## src/rtl/srx_pkg.sv

```systemverilog
package srx_pkg;

  typedef enum logic [1:0] {
    PAR_NONE = 2'd0,
    PAR_EVEN = 2'd1,
    PAR_ODD  = 2'd2,
    PAR_ZERO = 2'd3
  } par_mode_e;

  typedef enum logic [2:0] {
    RS_IDLE,
    RS_START,
    RS_DATA,
    RS_PAR,
    RS_STOP
  } rx_state_e;

  localparam logic [1:0] ADDR_MODE = 2'd0;
  localparam logic [1:0] ADDR_STAT = 2'd1;
  localparam logic [1:0] ADDR_DATA = 2'd2;

  localparam int MB_EN  = 0;
  localparam int MB_C7  = 1;
  localparam int MB_PM0 = 2;

  localparam int ST_PAR = 0;
  localparam int ST_FRM = 1;
  localparam int ST_OVR = 2;
  localparam int ST_N   = 3;

  // data_xor is the XOR of the received data bits
  function automatic logic parity_ok(par_mode_e pm, logic data_xor, logic pbit);
    logic ok;
    unique case (pm)
      PAR_EVEN: ok = (pbit == data_xor);
      PAR_ODD:  ok = (pbit != data_xor);
      PAR_ZERO: ok = !pbit;
      default:  ok = 1'b1;
    endcase
    return ok;
  endfunction

endpackage

```

## src/rtl/srx_sampler.sv

```systemverilog
module srx_sampler
  import srx_pkg::*;
#(
  parameter int W   = 8,
  parameter int OVS = 16
) (
  input  logic         clk,
  input  logic         rst_n,
  input  logic         tick_i,
  input  logic         rxd_i,
  input  logic         en_i,
  input  logic         char7_i,
  input  par_mode_e    pmode_i,
  output logic         done_o,
  output logic [W-1:0] word_o,
  output logic         perr_o,
  output logic         ferr_o,
  output logic         char7_o
);

  localparam int CW = $clog2(OVS);
  localparam int BW = $clog2(W);
  localparam logic [CW-1:0] HALF_LAST = CW'(OVS / 2 - 1);
  localparam logic [CW-1:0] FULL_LAST = CW'(OVS - 1);
  localparam logic [BW-1:0] LAST8 = BW'(W - 1);
  localparam logic [BW-1:0] LAST7 = BW'(W - 2);

  rx_state_e    st_q;
  logic [CW-1:0] cnt_q;
  logic [BW-1:0] bidx_q;
  logic [W-1:0]  sh_q;
  logic          c7_q;
  par_mode_e     pm_q;
  logic          pbit_q;

  logic slot_end;
  logic half_end;
  logic last_bit;
  logic data_xor;

  assign slot_end = tick_i && (cnt_q == FULL_LAST);
  assign half_end = tick_i && (cnt_q == HALF_LAST);
  assign last_bit = (bidx_q == (c7_q ? LAST7 : LAST8));

  always_ff @(posedge clk or negedge rst_n) begin
    if (!rst_n) begin
      st_q   <= RS_IDLE;
      cnt_q  <= '0;
      bidx_q <= '0;
      sh_q   <= '0;
      c7_q   <= 1'b0;
      pm_q   <= PAR_NONE;
      pbit_q <= 1'b0;
    end else if (tick_i) begin
      unique case (st_q)
        RS_IDLE: begin
          if (en_i && !rxd_i) begin
            st_q  <= RS_START;
            cnt_q <= '0;
            sh_q  <= '0;
            c7_q  <= char7_i;
            pm_q  <= pmode_i;
          end
        end
        RS_START: begin
          if (half_end) begin
            cnt_q  <= '0;
            bidx_q <= '0;
            st_q   <= rxd_i ? RS_IDLE : RS_DATA;
          end else begin
            cnt_q <= cnt_q + 1'b1;
          end
        end
        RS_DATA: begin
          if (slot_end) begin
            cnt_q        <= '0;
            sh_q[bidx_q] <= rxd_i;
            if (last_bit) st_q <= (pm_q == PAR_NONE) ? RS_STOP : RS_PAR;
            else          bidx_q <= bidx_q + 1'b1;
          end else begin
            cnt_q <= cnt_q + 1'b1;
          end
        end
        RS_PAR: begin
          if (slot_end) begin
            cnt_q  <= '0;
            pbit_q <= rxd_i;
            st_q   <= RS_STOP;
          end else begin
            cnt_q <= cnt_q + 1'b1;
          end
        end
        RS_STOP: begin
          if (slot_end) begin
            cnt_q <= '0;
            st_q  <= RS_IDLE;
          end else begin
            cnt_q <= cnt_q + 1'b1;
          end
        end
        default: st_q <= RS_IDLE;
      endcase
    end
  end

  assign word_o   = c7_q ? {1'b0, sh_q[W-2:0]} : sh_q;
  assign data_xor = ^word_o;
  assign done_o   = slot_end && (st_q == RS_STOP);
  assign perr_o   = !parity_ok(pm_q, data_xor, pbit_q);
  assign ferr_o   = !rxd_i;
  assign char7_o  = c7_q;

endmodule

```

## src/rtl/srx_regs.sv

```systemverilog
module srx_regs
  import srx_pkg::*;
#(
  parameter int W = 8
) (
  input  logic            clk,
  input  logic            rst_n,
  input  logic            wr_i,
  input  logic            rd_i,
  input  logic [1:0]      addr_i,
  input  logic [W-1:0]    wdata_i,
  input  logic            done_i,
  input  logic [W-1:0]    word_i,
  input  logic            perr_i,
  input  logic            ferr_i,
  output logic [W-1:0]    rdata_o,
  output logic            irq_o,
  output logic            en_o,
  output logic            char7_o,
  output par_mode_e       pmode_o,
  output logic [W-1:0]    buf_o,
  output logic            full_o,
  output logic [ST_N-1:0] stat_o,
  output logic            commit_o,
  output logic            stat_rd_o,
  output logic            data_rd_o
);

  logic [W-1:0]    mode_q;
  logic [W-1:0]    buf_q;
  logic            full_q;
  logic [ST_N-1:0] stat_q;
  logic            irq_q;
  logic [ST_N-1:0] new_flags;

  assign en_o      = mode_q[MB_EN];
  assign char7_o   = mode_q[MB_C7];
  assign pmode_o   = par_mode_e'(mode_q[MB_PM0+1:MB_PM0]);
  assign commit_o  = done_i && en_o;
  assign stat_rd_o = rd_i && (addr_i == ADDR_STAT);
  assign data_rd_o = rd_i && (addr_i == ADDR_DATA);

  always_comb begin
    new_flags         = '0;
    new_flags[ST_PAR] = commit_o && perr_i;
    new_flags[ST_FRM] = commit_o && ferr_i;
    new_flags[ST_OVR] = commit_o && full_q && !data_rd_o;
  end

  always_ff @(posedge clk or negedge rst_n) begin
    if (!rst_n) begin
      mode_q <= '0;
      buf_q  <= '0;
      full_q <= 1'b0;
      stat_q <= '0;
      irq_q  <= 1'b0;
    end else begin
      irq_q  <= commit_o;
      stat_q <= (stat_rd_o ? '0 : stat_q) | new_flags;
      if (commit_o) begin
        buf_q  <= word_i;
        full_q <= 1'b1;
      end else if (data_rd_o) begin
        full_q <= 1'b0;
      end
      if (wr_i && (addr_i == ADDR_MODE)) mode_q <= wdata_i;
    end
  end

  always_comb begin
    rdata_o = '0;
    unique case (addr_i)
      ADDR_MODE: rdata_o = mode_q;
      ADDR_STAT: rdata_o[ST_N-1:0] = stat_q;
      ADDR_DATA: rdata_o = buf_q;
      default:   rdata_o = '0;
    endcase
  end

  assign irq_o  = irq_q;
  assign buf_o  = buf_q;
  assign full_o = full_q;
  assign stat_o = stat_q;

endmodule

```

## src/rtl/serial_rx_unit.sv

```systemverilog
module serial_rx_unit
  import srx_pkg::*;
#(
  parameter int W   = 8,
  parameter int OVS = 16
) (
  input  logic         clk,
  input  logic         rst_n,
  input  logic         tick16_i,
  input  logic         rxd_i,
  input  logic         reg_wr_i,
  input  logic         reg_rd_i,
  input  logic [1:0]   reg_addr_i,
  input  logic [W-1:0] reg_wdata_i,
  output logic [W-1:0] reg_rdata_o,
  output logic         rx_irq_o
);

  logic            frame_done;
  logic [W-1:0]    frame_word;
  logic            frame_perr;
  logic            frame_ferr;
  logic            frame_char7;
  logic            mode_en;
  logic            mode_char7;
  par_mode_e       mode_pm;
  logic [W-1:0]    buf_q;
  logic            buf_full;
  logic [ST_N-1:0] stat_q;
  logic            commit_evt;
  logic            stat_rd;
  logic            data_rd;

  srx_sampler #(.W(W), .OVS(OVS)) u_samp (
    .clk     (clk),
    .rst_n   (rst_n),
    .tick_i  (tick16_i),
    .rxd_i   (rxd_i),
    .en_i    (mode_en),
    .char7_i (mode_char7),
    .pmode_i (mode_pm),
    .done_o  (frame_done),
    .word_o  (frame_word),
    .perr_o  (frame_perr),
    .ferr_o  (frame_ferr),
    .char7_o (frame_char7)
  );

  srx_regs #(.W(W)) u_regs (
    .clk       (clk),
    .rst_n     (rst_n),
    .wr_i      (reg_wr_i),
    .rd_i      (reg_rd_i),
    .addr_i    (reg_addr_i),
    .wdata_i   (reg_wdata_i),
    .done_i    (frame_done),
    .word_i    (frame_word),
    .perr_i    (frame_perr),
    .ferr_i    (frame_ferr),
    .rdata_o   (reg_rdata_o),
    .irq_o     (rx_irq_o),
    .en_o      (mode_en),
    .char7_o   (mode_char7),
    .pmode_o   (mode_pm),
    .buf_o     (buf_q),
    .full_o    (buf_full),
    .stat_o    (stat_q),
    .commit_o  (commit_evt),
    .stat_rd_o (stat_rd),
    .data_rd_o (data_rd)
  );

endmodule

```

## config.mk

```make
export PLATFORM = sky130hd
export DESIGN_NAME = serial_rx_unit
export DESIGN_NICKNAME = d
export VERILOG_FILES = /design/src/rtl/srx_pkg.sv /design/src/rtl/srx_sampler.sv /design/src/rtl/srx_regs.sv /design/src/rtl/serial_rx_unit.sv
export SDC_FILE = /design/constraint.sdc
export NUM_CORES = 1
export LEC_CHECK = 0
export BUFFER_PORTS_ARGS = -buffer_cell sky130_fd_sc_hd__buf_2
export CORE_ASPECT_RATIO = 1.25
export CORE_MARGIN = 2
export CORE_UTILIZATION = 45
export CTS_CLUSTER_SIZE = 14
export DETAILED_ROUTE_END_ITERATION = 12
export PLACE_DENSITY_LB_ADDON = 0.08
export SLEW_MARGIN = 20
export SYNTH_ARGS = -nofsm -noshare
export SYNTH_HDL_FRONTEND = slang
export SYNTH_SLANG_ARGS = --single-unit
```

## constraint.sdc

```tcl
create_clock -name clk -period 1.8 [get_ports clk]
set_clock_uncertainty 0.05 [all_clocks]
set_input_delay 0 -clock clk [delete_from_list [all_inputs] [get_ports clk]]
set_output_delay 0 -clock clk [all_outputs]
set_load 0.01 [all_outputs]
```

==> metrics.md, run 1 <==
| Metric | Value |
|---|---|
| Register area | 0.00108 mm2 |
| Initial DRC count | 66 |
| Post-Route Utilization | 57.9% |
| Vias per std cell | 5.40 |
| Final setup violation count | 0 |
| Max Clk Rate | 579 MHz |
| Die X | 69.4 um |
| Most frequent cells in the layout | 49 x nand2_1, 42 x dfrtp_1, 29 x o21ai_0 |
| Final nets | 331 |
| Clock network power share | 30.3% |
| Share of layout cells above drive strength 1 | 24.8% |
| Sequential power share | 41.4% |
| Slew Viols, Final | 0 |
| First-pass GRT wire length | 8880 um |
| Drt total wl | 5450 um |
| H-tree depth | 2 |
| Total CTS buffers | 5 |
| Synth Instances | 262 |
| Startpoint Class | register |
| Multi-input gate area | 0.00125 mm2 |
| Number of remaining DRC errors | 0 |
| DR WL/cell | 14.5 um |
| CP max stage cell | dfrtp_1 |
| Clock buffer depth | 2 |
| Setup CP Type | reg -> reg |
| Hpwl dp | 3810 um |
| Peak supply drop | 0.000717 V |
| CTS sink cnt | 43 |
| #FFs+latches synth | 43 |
| Max Cap Violations | 0 |
| Slew @ Worst Pin | 0.619 ns |
| Critical Path Fanout Max | 5 |
| Full die area | 0.00595 mm2 |
| Die height | 85.8 um |
| # diodes | 0 |
| GRT Residual Overflow | 0 |
| Hold Path Class | in -> reg |
| Final Cycle Share | 95.9% |
| Routed vias | 2032 |
| TritonCTS clock tree | built |
| Minimum clock period | 1.73 ns |
| CTS root buf | clkbuf_8 |
| Final cell count without fillers | 376 |
| Total track usage | 18.8% |
| Leak Pwr | 0.00137 uW |
| Area Growth Syn to Fin | 23.2% |
| Outcome | completed |
| Clk Latency, worst-skew pair | 0.30 ns |
| Core area | 0.00512 mm2 |
| Fill cell count | 464 |
| Worst setup EP type | register |
| Placed insts | 353 |
| Sw Pwr | 929 uW |
| Mapped Nets | 280 |
| Top_reg_cell synth | dfrtp_1 |
| Placement Rows | 29 |
| Routability congestion estimate | 0.809 |
| Synth async-reset ratio | 100% |
| Clock Pin Slew Worst Setup and Hold Paths | 0.08 ns |
| Starting Density | 47.0% |
| Synth Cell Area | 0.00241 mm2 |
| Initial antenna violation count | 0 |
| DRT antenna net count | 0 |
| Port Buffers | 24 |
| Worst EP arrival | 1.86 ns |
| Number of synthesized flops with an enable pin | 0 |
| Mean area per synthesized cell | 9.18 um2 |
| YS warnings | 0 |
| Cell Chain, Critical Path | ha_1, and4_2, buf_4, o32ai_1, a21o_1, o21ai_0, nand2_1 |
| PwrDens | 1000 mW/mm2 |
| Comb power frac | 28.4% |
| Largest net degree at the start of global routing | 24 |
| Slew margin rel. | 58.5% |
| Most common cell after layout, fill and taps aside | nand2_1 |
| Library cells used by synthesis | 48 |
| Reg-to-reg slack, setup | 0.07 ns |
| Int Pwr | 2040 uW |
| Sw Share | 31.3% |
| CP required | 1.94 ns |
| Max stage delay on crit path | 0.37 ns |
| Drt pass-1 iters | 4 |
| Seq/Total Area, Yosys | 44.7% |
| Final Hold Viols | 0 |
| Vias in the first global route | 1902 |
| I/O pins | 25 |
-- power groups by stage --
stage                     clock network [uW]  logic [uW]  registers [uW]
after floorplan                            0         578            1180
after global placement                     0         797            1250
after detailed placement                   0         800            1250
after CTS                                919         822            1230
after global routing                     960         938            1250
final                                    897         841            1230
-- cells in the mapped netlist, types with 2 or more instances --
master | count | area [um2]
nand3_1 | 6 | 30.0
nor2b_1 | 5 | 31.3
inv_1 | 9 | 33.8
nor2_1 | 19 | 71.3
xnor2_1 | 4 | 35.0
o21ai_1 | 3 | 15.0
buf_1 | 2 | 7.51
a21o_1 | 3 | 22.5
o22ai_1 | 2 | 12.5
nand2b_1 | 5 | 31.3
nand3b_1 | 2 | 15.0
nor3_1 | 8 | 40.0
buf_2 | 5 | 25.0
o21ai_0 | 29 | 145
ha_1 | 2 | 25.0
clkbuf_1 | 4 | 15.0
nand4b_1 | 2 | 17.5
a21oi_1 | 9 | 45.0
and4_1 | 2 | 17.5
dfrtp_1 | 43 | 1080
a2111oi_2 | 2 | 30.0
mux2i_1 | 8 | 80.1
xor2_1 | 2 | 17.5
o31ai_1 | 3 | 22.5
mux2_2 | 12 | 135
nand2_1 | 49 | 184
-- cell type report --
cell class / count / area share (%)
Multi-Input combinational cell: 198 / 42.3
Sequential cell: 43 / 36.3
Timing Repair Buffer: 55 / 12.8
Tap cell: 62 / 2.62
Clock buffer: 6 / 2.45
Clock inverter: 2 / 2.03
Inverter: 10 / 1.39
-- stage by stage --
step | hold slack (ns) | total power [uW] | instance area (um2) | setup slack (ns) | TNS (ns)
floorplan | -0.346 | 1760 | 2410 | 0.0126 | 0
global placement | -0.0379 | 2040 | 2680 | 0.0746 | 0
detailed placement | -0.0356 | 2050 | 2680 | 0.0540 | 0
CTS | 0.0432 | 2970 | 2920 | 0.0380 | 0
global route | 0.0963 | 3150 | 2960 | -0.00794 | -0.0145
finish | 0.0546 | 2970 | 2960 | 0.0743 | 0
-- worst paths after layout --
| path | from | endpoint | depth (start not counted) |
|---|---|---|---|
| worst max-delay path | u_samp.cnt_q[1]$_DFFE_PN0P_ | u_samp.st_q[1]$_DFFE_PN0P_ | 7 |
| worst min-delay path | tick16_i | u_samp.cnt_q[1]$_DFFE_PN0P_ | 3 |
| worst max register to register | u_samp.cnt_q[1]$_DFFE_PN0P_ | u_samp.st_q[1]$_DFFE_PN0P_ | 7 |
| worst min register to register | u_regs.buf_o[7]$_DFFE_PN0P_ | u_regs.buf_o[7]$_DFFE_PN0P_ | 2 |
| max in group asynchronous | rst_n | u_samp.sh_q[3]$_DFFE_PN0P_ | 3 |
| min in group asynchronous | rst_n | u_regs.mode_q[4]$_DFFE_PN0P_ | 2 |
-- timing repair --
item,4_1_cts,5_1_grt
resized for setup,0,5
hold buffers,11,0
setup endpoints to repair,0,16
hold endpoints to repair,33,0
buffers inserted,0,3
-- registers in the layout (all words and copies together), names as in the netlist --
register and cells:
u_samp.bidx_q 3, u_samp.st_q 3, u_regs.irq_o 1, u_samp.char7_o 1, u_samp.sh_q 8, u_samp.cnt_q 4
u_regs.mode_q 8, u_regs.buf_o 8, u_samp.pbit_q 1, u_samp.pm_q 2, u_regs.full_o 1, u_regs.stat_o 3
-- worst max-delay path, delay by kind of cell, from the launching register on --
family | cells | cell delay, ns
compound gates | 3 | 0.45
flops | 1 | 0.37
fa+ha+maj | 1 | 0.19
simple gates | 2 | 0.39
buf+inv | 1 | 0.17
-- routing by layer --
| layer | track usage (%) | vias up | routed length, um |
|---|---|---|---|
| met3 | 3.53 | 6 | 138 |
| met4 | 7.13 | 0 | 78 |
| met5 | 0 | - | 0 |
| met1 | 23.2 | 979 | 2560 |
| li1 | - | 1015 | - |
| met2 | 32.5 | 32 | 2680 |
-- kinds of logic after synthesis --
logic type / count (synthesis) / share of synthesized area (%)
adders and majority gates: 2 / 1.04
muxes: 20 / 8.94
buffers and inverters: 22 / 3.85
xor gates and xnor gates: 8 / 3.80
DFF: 43 / 44.7
AOI/OAI and AO/OA: 60 / 15.9
and+or+nand+nor: 107 / 21.7
Power figures use the tool's default switching activity.
==> inputs of run 2 (changes only) <==
CORE_UTILIZATION = 50   (was 45)
==> run 2 against run 1 <==
Cell area down 1.4%. Utilization up 4.4 points. Final cell count down 1.3%. Worst hold slack worse by 0.0065 ns. Maximum frequency down 0.36%. Clock power down 13%. Routed wire length down 4.1%. Total power down 5.2%. Largest cell class unchanged. Highest routed layer unchanged.
==> metrics.md, run 2 (same netlist as run 1, synthesis figures left out) <==
| Metric | Value |
|---|---|
| TritonCTS clock tree | built |
| Vias in the first global route | 1933 |
| Leak Pwr | 0.00135 uW |
| First-pass GRT wire length | 8850 um |
| Area Growth Syn to Fin | 21.5% |
| Final setup violation count | 0 |
| Drt pass-1 iters | 4 |
| CTS root buf | clkbuf_8 |
| Die X | 66.0 um |
| Final Cycle Share | 96.2% |
| Worst setup EP type | register |
| CP Capture Point | u_regs.stat_o[0]$_DFF_PN0_ |
| Minimum clock period | 1.73 ns |
| Worst EP arrival | 1.86 ns |
| Max Cap Violations | 0 |
| Setup CP Type | reg -> reg |
| Routability congestion estimate | 0.834 |
| Outcome | completed |
| Core area | 0.00469 mm2 |
| Initial DRC count | 85 |
| Slew Viols, Final | 0 |
| Hold Path Class | in -> reg |
| Reg-to-reg slack, setup | 0.07 ns |
| Slew @ Worst Pin | 0.592 ns |
| Reg2reg path depth | 6 |
| Vias per std cell | 5.39 |
| Most common cell after layout, fill and taps aside | nand2_1 |
| Final Hold Viols | 0 |
| Post-DP Area | 0.00267 mm2 |
| GRT Residual Overflow | 0 |
| CTS sink cnt | 43 |
| Hold WS | 0.0481 ns |
| Slew margin rel. | 60.4% |
| Port Buffers | 24 |
| Max Clk Rate | 577 MHz |
| Peak supply drop | 0.000803 V |
| RSZ-0062 raised after global routing | true |
| Number of remaining DRC errors | 0 |
| Clock Pin Slew Worst Setup and Hold Paths | 0.08 ns |
| Starting Density | 51.3% |
| Initial antenna violation count | 0 |
| Post-Route Utilization | 62.3% |
| DR WL/cell | 14.1 um |
| Startpoint Class | register |
| Clk Latency, worst-skew pair | 0.30 ns |
| Total CTS buffers | 5 |
| H-tree depth | 2 |
| # diodes | 0 |
| Final instance area | 0.00292 mm2 |
| Routed vias | 2001 |
| CP required | 1.93 ns |
| Worst r2r dst | u_regs.stat_o[0]$_DFF_PN0_ |
| DRT antenna net count | 0 |
| Largest net degree at the start of global routing | 25 |
| Share of layout cells above drive strength 1 | 24.8% |
| Crit. Startpoint | u_samp.cnt_q[0]$_DFFE_PN0P_ |
| Placement Rows | 28 |
| Full die area | 0.00539 mm2 |
| Clock buffer depth | 2 |
| Hpwl dp | 3740 um |
| Drt total wl | 5230 um |
| Total track usage | 21.7% |
| Critical Path Fanout Max | 12 |
| Tot Pwr | 2810 uW |
| I/O pins | 25 |
| Final nets | 328 |
| Die height | 81.6 um |
| Most frequent cells in the layout | 49 x nand2_1, 42 x dfrtp_1, 28 x o21ai_0 |
| PwrDens | 962 mW/mm2 |
| Reg-to-reg startpoint | u_samp.cnt_q[0]$_DFFE_PN0P_ |
[run 2: power breakdown]
group          leakage, uW  total (uW)  switching, uW  internal, uW
Clock            0.0000612         780            331           449
Sequential        0.000571        1220            138          1080
Combinational     0.000719         812            429           383
Total              0.00135        2810            898          1920
[run 2: layout make-up]
cell class | count | area [um2]
Sequential cell | 43 | 1080
Clock buffer | 6 | 82.6
Timing Repair Buffer | 53 | 365
Multi-Input combinational cell | 197 | 1250
Fill cell | 425 | 1770
Clock inverter | 2 | 35.0
Inverter | 10 | 41.3
Tap cell | 60 | 75.1
[run 2: worst max-delay path, stage by stage (launching register included)]
cell	delay [ns]
dfrtp_1	0.39
ha_1	0.22
and4_2	0.27
nand4_4	0.15
nor3_1	0.10
o41ai_2	0.33
nand3_1	0.10
[run 2: repair_timing]
item	4_1_cts	5_1_grt
hold endpoints to repair	34	0
buffers inserted	0	2
setup endpoints to repair	0	19
hold buffers	11	0
resized for setup	0	7
[run 2: metrics by stage]
stage / TNS (ns) / cells / worst slack [ns]
2_1_floorplan: 0 / 262 / 0.0126
3_3_place_gp: 0 / 350 / 0.0873
3_5_place_dp: 0 / 350 / 0.0586
4_1_cts: 0 / 369 / 0.0332
5_1_grt: -0.0157 / 371 / -0.0157
6_report: 0 / 371 / 0.0680
[run 2: metal layers]
metal,vias to the layer above,global-route usage [%],share of wire [%]
met5,-,0,0
met4,0,6.94,1.2
met3,6,4.25,3.1
met2,37,38.5,51
met1,949,26.5,45
li1,1009,-,-
[run 2: how the worst min path moves through the flow]
stage             start                           end  slack [ns]  depth (start not counted)
2_1_floorplan     rst_n   u_regs.buf_o[0]$_DFFE_PN0P_       -0.35                          0
3_3_place_gp      rst_n  u_regs.mode_q[4]$_DFFE_PN0P_       -0.04                          1
3_5_place_dp      rst_n  u_regs.mode_q[6]$_DFFE_PN0P_       -0.03                          1
4_1_cts        tick16_i   u_samp.cnt_q[1]$_DFFE_PN0P_        0.04                          3
5_1_grt        tick16_i   u_samp.cnt_q[1]$_DFFE_PN0P_        0.09                          3
6_report       tick16_i   u_samp.cnt_q[1]$_DFFE_PN0P_        0.05                          3
==> inputs of run 3 (changes only) <==
SYNTH_HIERARCHICAL = 1   (was unset)
==> run 3 against run 2 <==
Highest routed layer unchanged. Setup slack got worse by 0.27 ns. Sequential share of layout area fell by 1.1 points. Die area fell by 1.3%. Flip-flop and latch count did not move. Maximum frequency fell by 14%. Area after synthesis fell by 1.4%. First-iteration DRC count rose by 21%. Global-route usage fell by 0.34 points. Combinational power rose by 71%. The run now ends with negative setup slack left. Routed wire length fell by 2.4%. Register-to-register slack got worse by 0.27 ns. Critical path depth did not move.
==> metrics.md, run 3 <==
| Metric | Value |
|---|---|
| Violated checks | negative setup slack |
| Full die area | 0.00532 mm2 |
| Register area | 0.00108 mm2 |
| Crit. Startpoint | u_samp/sh_q[7]$_DFFE_PN0P_ |
| Starting Density | 50.9% |
| Max Clk Rate | 499 MHz |
| Startpoint Class | register |
| Slew margin rel. | 68.9% |
| First-pass GRT wire length | 8600 um |
| Final Cycle Share | 111% |
| Clock Pin Slew Worst Setup and Hold Paths | 0.08 ns |
| Worst r2r dst | u_regs/stat_o[0]$_DFF_PN0_ |
| Mean area per synthesized cell | 10.5 um2 |
| Initial antenna violation count | 0 |
| Most common cell after layout, fill and taps aside | dfrtp_1 |
| CTS root buf | clkbuf_8 |
| Share of layout cells above drive strength 1 | 37.2% |
| Total CTS buffers | 5 |
| Final instance area | 0.00302 mm2 |
| Hold Path Class | in -> reg |
| Slew Viols, Final | 0 |
| # diodes | 0 |
| Placed insts | 324 |
| Area Growth Syn to Fin | 27.3% |
| Largest net degree at the start of global routing | 22 |
| Clock buffer depth | 2 |
| Worst hold stages | 3 |
| Minimum clock period | 2.00 ns |
| YS warnings | 6 |
| Drt pass-1 iters | 4 |
| Leak Pwr | 0.00139 uW |
| H-tree depth | 2 |
| Multi-input gate area | 0.00127 mm2 |
| Routability congestion estimate | 0.858 |
| Reg-to-reg slack, setup | -0.20 ns |
| Clk Latency, worst-skew pair | 0.29 ns |
| Hpwl dp | 3830 um |
| DR WL/cell | 14.9 um |
| DRT antenna net count | 0 |
| Post-Route Utilization | 64.8% |
| Worst min-delay path endpoint | u_regs/full_o$_DFFE_PN0P_ |
| PwrDens | 1120 mW/mm2 |
| I/O pins | 25 |
| Drt total wl | 5100 um |
| Core area | 0.00466 mm2 |
| Number of remaining DRC errors | 0 |
| Setup CP Type | reg -> reg |
| CP required | 1.93 ns |
| Min-delay src | reg_rd_i |
| Total track usage | 21.3% |
| Final nets | 300 |
| Post-DP Area | 0.00273 mm2 |
| Max Cap Violations | 0 |
| Port Buffers | 24 |
| GRT Residual Overflow | 0 |
| Mapped Nets | 245 |
| Worst setup EP type | register |
| Routed vias | 1851 |
| Worst EP arrival | 2.14 ns |
| TNS Setup | -0.210 ns |
| TritonCTS clock tree | built |
| Placement Rows | 28 |
| Die height | 81.0 um |
| Fin worst setup slack | -0.204 ns |
| Reg-to-reg startpoint | u_samp/sh_q[7]$_DFFE_PN0P_ |
| Vias in the first global route | 1890 |
| Reg2reg path depth | 6 |
| RSZ-0062 raised after global routing | true |
| Final Hold Viols | 0 |
| Vias per std cell | 5.41 |
| Synth Cell Area | 0.00237 mm2 |
| Peak supply drop | 0.000530 V |
| Critical Path Fanout Max | 2 |
| Final setup violation count | 2 |
| Synth Instances | 227 |
| Initial DRC count | 103 |
| Die X | 65.6 um |
| Outcome | finished, violations left |
| Fill cell count | 389 |
| Final cell count without fillers | 342 |
| Most frequent cells in the layout | 41 x dfrtp_1, 30 x buf_4, 24 x buf_2 |
| Slew @ Worst Pin | 0.467 ns |
| CTS sink cnt | 43 |
run 3: worst max-delay path: stages, from the launching register on:
cell	delay, ns
dfrtp_1	0.40
nor2b_4	0.14
xnor3_1	0.37
xnor2_2	0.20
mux2_4	0.32
a22o_1	0.23
a22o_1	0.19
run 3: layout make-up:
| class | count | share of cell area (%) |
|---|---|---|
| Multi-Input combinational cell | 160 | 41.9 |
| Sequential cell | 43 | 35.7 |
| Timing Repair Buffer | 65 | 15.4 |
| Tap cell | 60 | 2.49 |
| Clock buffer | 6 | 2.40 |
| Clock inverter | 1 | 0.994 |
| Inverter | 6 | 0.828 |
| Timing Repair inverter | 1 | 0.249 |
run 3: timing repair:
action	in CTS	in global routing
hold endpoints to repair	28	0
pin swaps	3	3
endpoints found under the setup margin	16	22
buffers inserted	0	0
gates resized for setup	9	13
gates cloned	1	0
hold buffers	10	0
run 3: worst max-delay path by stage:
stage / to / slack [ns] / cells past startpoint
floorplan: u_regs/stat_o[0]$_DFF_PN0_ / -0.13 / 6
global placement: u_regs/stat_o[0]$_DFF_PN0_ / -0.18 / 6
detailed placement: u_regs/stat_o[0]$_DFF_PN0_ / -0.23 / 6
CTS: u_regs/stat_o[0]$_DFF_PN0_ / -0.20 / 6
global route: u_regs/stat_o[0]$_DFF_PN0_ / -0.25 / 6
finish: u_regs/stat_o[0]$_DFF_PN0_ / -0.20 / 6
run 3: metal layers:
metal | up-vias | global-route usage, % | part of all wire (%)
met5 | - | 0 | 0
met4 | 0 | 6.04 | 1.1
met3 | 6 | 4.43 | 3.6
met2 | 38 | 41.5 | 53
met1 | 888 | 22.9 | 42
li1 | 919 | - | -
run 3: where the power goes:
part | internal (uW) | leakage [uW] | switching [uW]
clock network | 406 | 0.0000513 | 306
logic | 749 | 0.000769 | 639
registers | 1120 | 0.000566 | 151
run 3: stage by stage:
stage               hold slack (ns)  worst slack (ns)  power, uW
floorplan                    -0.346            -0.133       2120
finish                       0.0396            -0.204       3370
CTS                          0.0438            -0.199       3380
detailed placement          -0.0624            -0.228       2590
global placement            -0.0685            -0.175       2570
global route                 0.0519            -0.249       3610
